[src/rtl/atr_pkg.sv]
package atr_pkg;
  typedef enum logic [3:0] {
    ST_TS, ST_T0, ST_TA, ST_TB, ST_TC, ST_TD, ST_HIST, ST_TCK, ST_DONE
  } atr_st_e;

  localparam logic [3:0] DEF_IDX = 4'd1;
  localparam logic [9:0] DEF_DIV = 10'd372;
endpackage

[src/rtl/atr_seq.sv]
module atr_seq
  import atr_pkg::*;
(
  input  logic       clk,
  input  logic       rst_n,
  input  logic       restart,
  input  logic       rx_valid,
  input  logic [7:0] rx_byte,
  output logic       store_en,
  output logic       ta1_en,
  output logic       fin,
  output logic       done,
  output logic       cksum_err
);
  atr_st_e    st, st_n;
  logic [3:0] pres, pres_n;
  logic [3:0] hcnt, hcnt_n;
  logic [7:0] acc, acc_n;
  logic       grp1, grp1_n;
  logic       done_n, err_n;

  // next interface byte after position pos (0 start,1 after TA,2 after TB,3 after TC)
  function automatic atr_st_e pick(input logic [3:0] p, input logic [1:0] pos,
                                   input logic [3:0] h);
    if (pos == 2'd0 && p[0])      return ST_TA;
    else if (pos <= 2'd1 && p[1]) return ST_TB;
    else if (pos <= 2'd2 && p[2]) return ST_TC;
    else if (p[3])                return ST_TD;
    else if (h != 4'd0)           return ST_HIST;
    else                          return ST_TCK;
  endfunction

  always_comb begin
    st_n = st; pres_n = pres; hcnt_n = hcnt; acc_n = acc; grp1_n = grp1;
    done_n = done; err_n = cksum_err;
    store_en = 1'b0; ta1_en = 1'b0; fin = 1'b0;
    if (restart) begin
      st_n = ST_TS; pres_n = '0; hcnt_n = '0; acc_n = '0; grp1_n = 1'b0;
      done_n = 1'b0; err_n = 1'b0;
    end else if (rx_valid) begin
      store_en = (st != ST_DONE) && !(st == ST_TS && rx_byte == 8'h00);
      if (st != ST_TS && st != ST_DONE) acc_n = acc ^ rx_byte;
      case (st)
        ST_TS:   if (rx_byte != 8'h00) st_n = ST_T0;
        ST_T0: begin
          hcnt_n = rx_byte[3:0];
          pres_n = rx_byte[7:4];
          grp1_n = 1'b1;
          st_n   = pick(rx_byte[7:4], 2'd0, rx_byte[3:0]);
        end
        ST_TA: begin
          ta1_en = grp1;
          st_n   = pick(pres, 2'd1, hcnt);
        end
        ST_TB:   st_n = pick(pres, 2'd2, hcnt);
        ST_TC:   st_n = pick(pres, 2'd3, hcnt);
        ST_TD: begin
          pres_n = rx_byte[7:4];
          grp1_n = 1'b0;
          st_n   = pick(rx_byte[7:4], 2'd0, hcnt);
        end
        ST_HIST: begin
          hcnt_n = hcnt - 4'd1;
          if (hcnt == 4'd1) st_n = ST_TCK;
        end
        ST_TCK: begin
          fin    = 1'b1;
          st_n   = ST_DONE;
          done_n = 1'b1;
          err_n  = (acc ^ rx_byte) != 8'h00;
        end
        default: ;
      endcase
    end
  end

  always_ff @(posedge clk or negedge rst_n) begin
    if (!rst_n) begin
      st <= ST_TS; pres <= '0; hcnt <= '0; acc <= '0; grp1 <= 1'b0;
      done <= 1'b0; cksum_err <= 1'b0;
    end else begin
      st <= st_n; pres <= pres_n; hcnt <= hcnt_n; acc <= acc_n; grp1 <= grp1_n;
      done <= done_n; cksum_err <= err_n;
    end
  end

  a_r9_done_holds: assert property (@(posedge clk) disable iff (!rst_n)
    (done && !restart) |=> done);
  a_r10_err_with_done: assert property (@(posedge clk) disable iff (!rst_n)
    cksum_err |-> done);
  a_r12_restart_rewinds: assert property (@(posedge clk) disable iff (!rst_n)
    restart |=> (st == ST_TS && !done && !cksum_err));
  a_r1_zero_ts_skipped: assert property (@(posedge clk) disable iff (!rst_n)
    (st == ST_TS && rx_valid && rx_byte == 8'h00 && !restart) |=> st == ST_TS);
endmodule

[src/rtl/atr_ratio.sv]
module atr_ratio (
  input  logic [3:0] fi,
  input  logic [3:0] di,
  output logic [9:0] ratio,
  output logic       ok
);
  logic [11:0] f;
  logic [2:0]  sh;
  logic        dv;
  logic [17:0] r;

  always_comb begin
    case (fi)
      4'd1: f = 12'd372;   4'd2: f = 12'd558;   4'd3: f = 12'd744;
      4'd4: f = 12'd1116;  4'd5: f = 12'd1488;  4'd6: f = 12'd1860;
      4'd9: f = 12'd512;   4'd10: f = 12'd768;  4'd11: f = 12'd1024;
      4'd12: f = 12'd1536; 4'd13: f = 12'd2048;
      default: f = 12'd0;
    endcase
    dv = 1'b1;
    case (di)
      4'd1: sh = 3'd0;  4'd2: sh = 3'd1;  4'd3: sh = 3'd2;
      4'd4: sh = 3'd3;  4'd5: sh = 3'd4;
      4'd10: sh = 3'd1; 4'd11: sh = 3'd2; 4'd12: sh = 3'd3;
      4'd13: sh = 3'd4; 4'd14: sh = 3'd5; 4'd15: sh = 3'd6;
      default: begin sh = 3'd0; dv = 1'b0; end
    endcase
    // D is always a power of two: divide or multiply by shifting
    r     = di[3] ? ({6'd0, f} << sh) : ({6'd0, f} >> sh);
    ok    = (f != 12'd0) && dv && (r != 18'd0) && (r < 18'd1024);
    ratio = r[9:0];
  end
endmodule

[src/rtl/atr_store.sv]
module atr_store #(
  parameter int DEPTH = 64,
  localparam int IW = $clog2(DEPTH),
  localparam int CW = $clog2(DEPTH + 1)
) (
  input  logic          clk,
  input  logic          rst_n,
  input  logic          restart,
  input  logic          wr_en,
  input  logic [7:0]    wr_data,
  input  logic [IW-1:0] rd_idx,
  output logic [7:0]    rd_data,
  output logic [CW-1:0] count
);
  logic [7:0] mem [DEPTH];
  logic       room;

  assign room    = count < CW'(DEPTH);
  assign rd_data = mem[rd_idx];

  always_ff @(posedge clk or negedge rst_n) begin
    if (!rst_n) begin
      for (int i = 0; i < DEPTH; i++) mem[i] <= '0;
      count <= '0;
    end else if (restart) begin
      for (int i = 0; i < DEPTH; i++) mem[i] <= '0;
      count <= '0;
    end else if (wr_en && room) begin
      mem[count[IW-1:0]] <= wr_data;
      count <= count + CW'(1);
    end
  end

  a_r11_count_bound: assert property (@(posedge clk) disable iff (!rst_n)
    count <= CW'(DEPTH));
  a_r11_full_holds: assert property (@(posedge clk) disable iff (!rst_n)
    (count == CW'(DEPTH) && !restart) |=> count == CW'(DEPTH));
endmodule

[src/rtl/atr_parser.sv]
module atr_parser
  import atr_pkg::*;
#(
  parameter int DEPTH = 64,
  localparam int IW = $clog2(DEPTH),
  localparam int CW = $clog2(DEPTH + 1)
) (
  input  logic          clk,
  input  logic          rst_n,
  input  logic          restart,
  input  logic          rx_valid,
  input  logic [7:0]    rx_byte,
  input  logic [IW-1:0] rd_idx,
  output logic [7:0]    rd_byte,
  output logic [CW-1:0] byte_count,
  output logic          done,
  output logic          cksum_err,
  output logic [3:0]    fi_idx,
  output logic [3:0]    di_idx,
  output logic [9:0]    etu_div,
  output logic          div_ok
);
  logic       store_en, ta1_en, fin;
  logic [9:0] ratio_now;
  logic [3:0] fi_n, di_n;
  logic [9:0] div_n;

  atr_seq i_seq (
    .clk(clk), .rst_n(rst_n), .restart(restart), .rx_valid(rx_valid),
    .rx_byte(rx_byte), .store_en(store_en), .ta1_en(ta1_en), .fin(fin),
    .done(done), .cksum_err(cksum_err)
  );

  atr_store #(.DEPTH(DEPTH)) i_store (
    .clk(clk), .rst_n(rst_n), .restart(restart), .wr_en(store_en),
    .wr_data(rx_byte), .rd_idx(rd_idx), .rd_data(rd_byte), .count(byte_count)
  );

  atr_ratio i_ratio (.fi(fi_idx), .di(di_idx), .ratio(ratio_now), .ok(div_ok));

  always_comb begin
    fi_n = fi_idx; di_n = di_idx; div_n = etu_div;
    if (restart) begin
      fi_n = DEF_IDX; di_n = DEF_IDX; div_n = DEF_DIV;
    end else begin
      if (ta1_en) begin
        fi_n = rx_byte[7:4];
        di_n = rx_byte[3:0];
      end
      if (fin && div_ok) div_n = ratio_now;
    end
  end

  always_ff @(posedge clk or negedge rst_n) begin
    if (!rst_n) begin
      fi_idx <= DEF_IDX; di_idx <= DEF_IDX; etu_div <= DEF_DIV;
    end else begin
      fi_idx <= fi_n; di_idx <= di_n; etu_div <= div_n;
    end
  end

  a_r5_div_at_end_only: assert property (@(posedge clk) disable iff (!rst_n)
    (etu_div != $past(etu_div)) |-> $past(fin || restart));
  a_r4_idx_from_ta1_only: assert property (@(posedge clk) disable iff (!rst_n)
    (fi_idx != $past(fi_idx) || di_idx != $past(di_idx)) |-> $past(ta1_en || restart));
  a_r9_no_store_after_done: assert property (@(posedge clk) disable iff (!rst_n)
    (done && !restart) |=> $stable(byte_count));
endmodule

[config.mk]
export PLATFORM = sky130hd
export DESIGN_NAME = atr_parser
export DESIGN_NICKNAME = d
export VERILOG_FILES = /design/src/rtl/atr_pkg.sv /design/src/rtl/atr_seq.sv /design/src/rtl/atr_ratio.sv /design/src/rtl/atr_store.sv /design/src/rtl/atr_parser.sv
export SDC_FILE = /design/constraint.sdc
export NUM_CORES = 1
export LEC_CHECK = 0
export ABC_AREA = 1
export BUFFER_PORTS_ARGS = -buffer_cell sky130_fd_sc_hd__buf_2
export CELL_PAD_IN_SITES_DETAIL_PLACEMENT = 1
export CELL_PAD_IN_SITES_GLOBAL_PLACEMENT = 1
export CORE_ASPECT_RATIO = 1.2
export CORE_UTILIZATION = 45
export DETAILED_ROUTE_END_ITERATION = 16
export PLACE_DENSITY = 0.77
export SYNTH_ARGS = -nofsm -noshare
export SYNTH_HDL_FRONTEND = slang
export SYNTH_SLANG_ARGS = --single-unit
[constraint.sdc]
create_clock -name clk -period 2.95 [get_ports clk]
set_input_delay 0.1475 -clock clk [delete_from_list [all_inputs] [get_ports clk]]
set_output_delay 0.1475 -clock clk [all_outputs]
set_load 0.02 [all_outputs]
==> results.tsv <==
metric	value	unit
grt_pass1_vias	26400	
grt_pass1_wl	153000	um
r2r_start	fi_idx[0]$_DFFE_PN1P_	
fillCellCount	7027	
coreArea	0.0597	mm^2
grt_max_degree	119	
p_clk_share	40.5	%
worst_slack	-0.0772	ns
overflow	0	
slew_violations	0	
outcome	complete, but fails checks	
cts_tree	built	
antenna_found_initial	0	
place_area	0.0284	mm^2
yosys_warnings	0	
drcViolationCount	0	
cpMaxStageDelayCell	dfstp_2	
timing.rr.end	etu_div[9]$_DFFE_PN0P_	
dr.pass1.iters	6	
fmax	330	MHz
vdd_drop_max	0.514	mV
io_buffers	53	
area_growth_syn_to_layout	15.1	%
required	2.80	ns
p_leak	0.0135	uW
clk_pin_slew	0.06	ns
clock_skew	0.0295	ns
holdWs	-0.000222	ns
final_cell_mix	o21ai_0, dfrtp_1, nand2_1	
switchingPower	5410	uW
cp_cell_sequence	buf_6 -> ha_2 -> nand3_1 -> inv_1 -> nand3_1 -> nand3_2 -> nand2_1 -> nor2_1 -> nor2_2 -> nand2_1 -> nor2_1 -> nand3_1 -> nand2_1 -> inv_1 -> buf_6	
dp_hpwl	59500	um
crit_family	simple AND/OR/NAND/NOR gates	
drive_gt1_share	12.5	%
max_cap_viol_count	0	
reg2reg_depth	18	
final.period_utilization	103	%
drtIter0Drc	2250	
numCtsBuffers	58	
worst_slew_pin_slew	0.816	ns
detail_route.wl_per_cell	23.6	um
avgSynthCellArea	8.25	um^2
startpoint	fi_idx[0]$_DFFE_PN1P_	
vias	25500	
multi_input_area	0.0115	mm^2
chipWidth	227	um
worstSetupEndpoint	div_ok	
num_io_pins	54	
crit_buf_inv	4	
drtAntennaViolNets	0	
synth_cells	3301	
crit_type	reg2out	
slew_headroom	45.5	%
seq_area	0.0140	mm^2
clock_sinks	559	
ys_seq_elements	559	
synth.distinct_cells	41	
cpPeakStageDelay	0.55	ns
p_per_area	585	mW/mm^2
layout.nets	3294	
finalCriticalPeriod	3.03	ns
combPwrFrac	16.3	%
switching_share	29.5	%
syn_area	0.0272	mm^2
worstSetupStartpointType	register	
final_cell_area	0.0314	mm^2
end_kind	output pin	
hold_viol	1	
synthFlopType	dfrtp_1	
start_util	45.6	%
path_depth	15	
fp-row-count	98	
track_usage	31.8	%
antenna_cells	0	
fin_util	52.5	%
synthArstFlopShare	100	%
violations	negative hold slack, negative setup slack	
internal-power	12900	uW
hold_class	in2async	
rsz0062_at_grt	true	
drt_wl_total	97300	um
htreeDepth	2	
synth_fp_nets	3327	
layout_commonest_cell	o21ai_0	
reg2reg_slack	0.04	ns
via_per_inst	6.20	
worstPathMaxFanout	5	
cts_root_buffer	clkbuf_16	
synth-edff-count	0	
setup_viol	1	
yosysSeqAreaShare	51.4	%
clock_latency	0.64	ns
clockBufferDepth	3	
dieArea	0.0615	mm^2
gp_congestion	0.906	
arrival	2.88	ns
power_frac_seq	43.2	%
die_y	272	um
## metal layers
| layer | global-route usage (%) | routed length (um) | vias up |
|---|---|---|---|
| li1 | - | - | 11400 |
| met1 | 42.6 | 40800 | 13100 |
| met2 | 51.8 | 46900 | 820 |
| met3 | 4.73 | 5400 | 234 |
| met4 | 12.7 | 4130 | 0 |
| met5 | 0 | 0 | - |
## registers in the layout (all words and copies together) (netlist names)
signal           count
i_store.mem        512
etu_div             10
i_seq.acc            8
i_store.count        7
di_idx               4
fi_idx               4
i_seq.hcnt           4
i_seq.st             4
i_seq.pres           3
i_seq.cksum_err      1
i_seq.done           1
i_seq.grp1           1
## worst min path at each step
stage	slack, ns	end	cells past startpoint	start
global route	0.04	i_store.mem[305]$_DFFE_PN0P_	2	rst_n
floorplan	-0.15	di_idx[1]$_DFFE_PN0P_	0	rst_n
finish	-0.0002	i_store.mem[305]$_DFFE_PN0P_	2	rst_n
CTS	0.02	i_store.mem[305]$_DFFE_PN0P_	2	rst_n
global placement	0.08	i_store.mem[305]$_DFFE_PN0P_	1	rst_n
detailed placement	0.09	i_store.mem[305]$_DFFE_PN0P_	1	rst_n
## synthesized netlist by cell type, types with 4 or more instances
cell,n,area (um^2)
dfrtp_1,552,13800
a21oi_1,146,731
o21ai_0,622,3110
a211oi_1,6,45.0
o32ai_1,6,52.6
a221oi_1,59,517
dfstp_2,7,184
o211ai_1,13,97.6
nor2_2,4,25.0
nand3_1,369,1850
inv_1,320,1200
o22ai_1,261,1630
nand4_1,7,43.8
nor3_1,9,45.0
a31oi_1,5,31.3
xnor2_1,9,78.8
nand2_1,379,1420
buf_2,35,175
buf_6,6,67.6
nor2_1,189,709
o221ai_1,16,140
ha_1,8,100
nand2_2,16,100
buf_1,27,101
clkbuf_1,204,766
## area by class of cell
cell class	instances	area share [%]
timing repair buffer	181	5.58
inverter	324	3.94
tap	800	3.19
clock buffer	92	5.61
clock inverter	14	0.455
multi-input combinational	2144	36.6
sequential	559	44.7
## cell families (layout without fill, tap and decap cells)
family / Yosys count / count (layout) / share of synthesized area, %
AO/OA/AOI/OAI: 1142 / 1142 / 23.6
XOR/XNOR: 11 / 11 / 0.381
adder cells (fa/ha/maj): 8 / 8 / 0.367
buffers and inverters: 598 / 611 / 8.59
flip-flops: 559 / 559 / 51.4
AND/OR/NAND/NOR: 983 / 983 / 15.7
## per-stage QoR
step | power, uW | std cells | setup TNS (ns) | setup WS [ns]
global route | 18900 | 4114 | -0.691 | -0.163
finish | 18400 | 4114 | -0.0772 | -0.0772
floorplan | 9520 | 3301 | 0 | 0.589
global placement | 10500 | 3960 | 0 | 0.167
detailed placement | 10600 | 3960 | 0 | 0.0525
CTS | 18200 | 4105 | 0 | 0.000264
## timing repair
action	CTS	global route
hold buffers	10	0
endpoints found under the setup margin	2	16
pin swaps	27	21
buffers inserted	28	7
endpoints found under the hold margin	367	0
resized for setup	66	82
gates cloned	1	2
## power by group through the flow
stage                     combinational (uW)  clock (uW)  sequential, uW
after detailed placement                2530           0            8050
after floorplan                         1440           0            8080
final                                   2990        7440            7920
after global routing                    3190        7810            7930
after CTS                               2750        7530            7910
after global placement                  2480           0            8050
(Power assumes the default switching activity.)
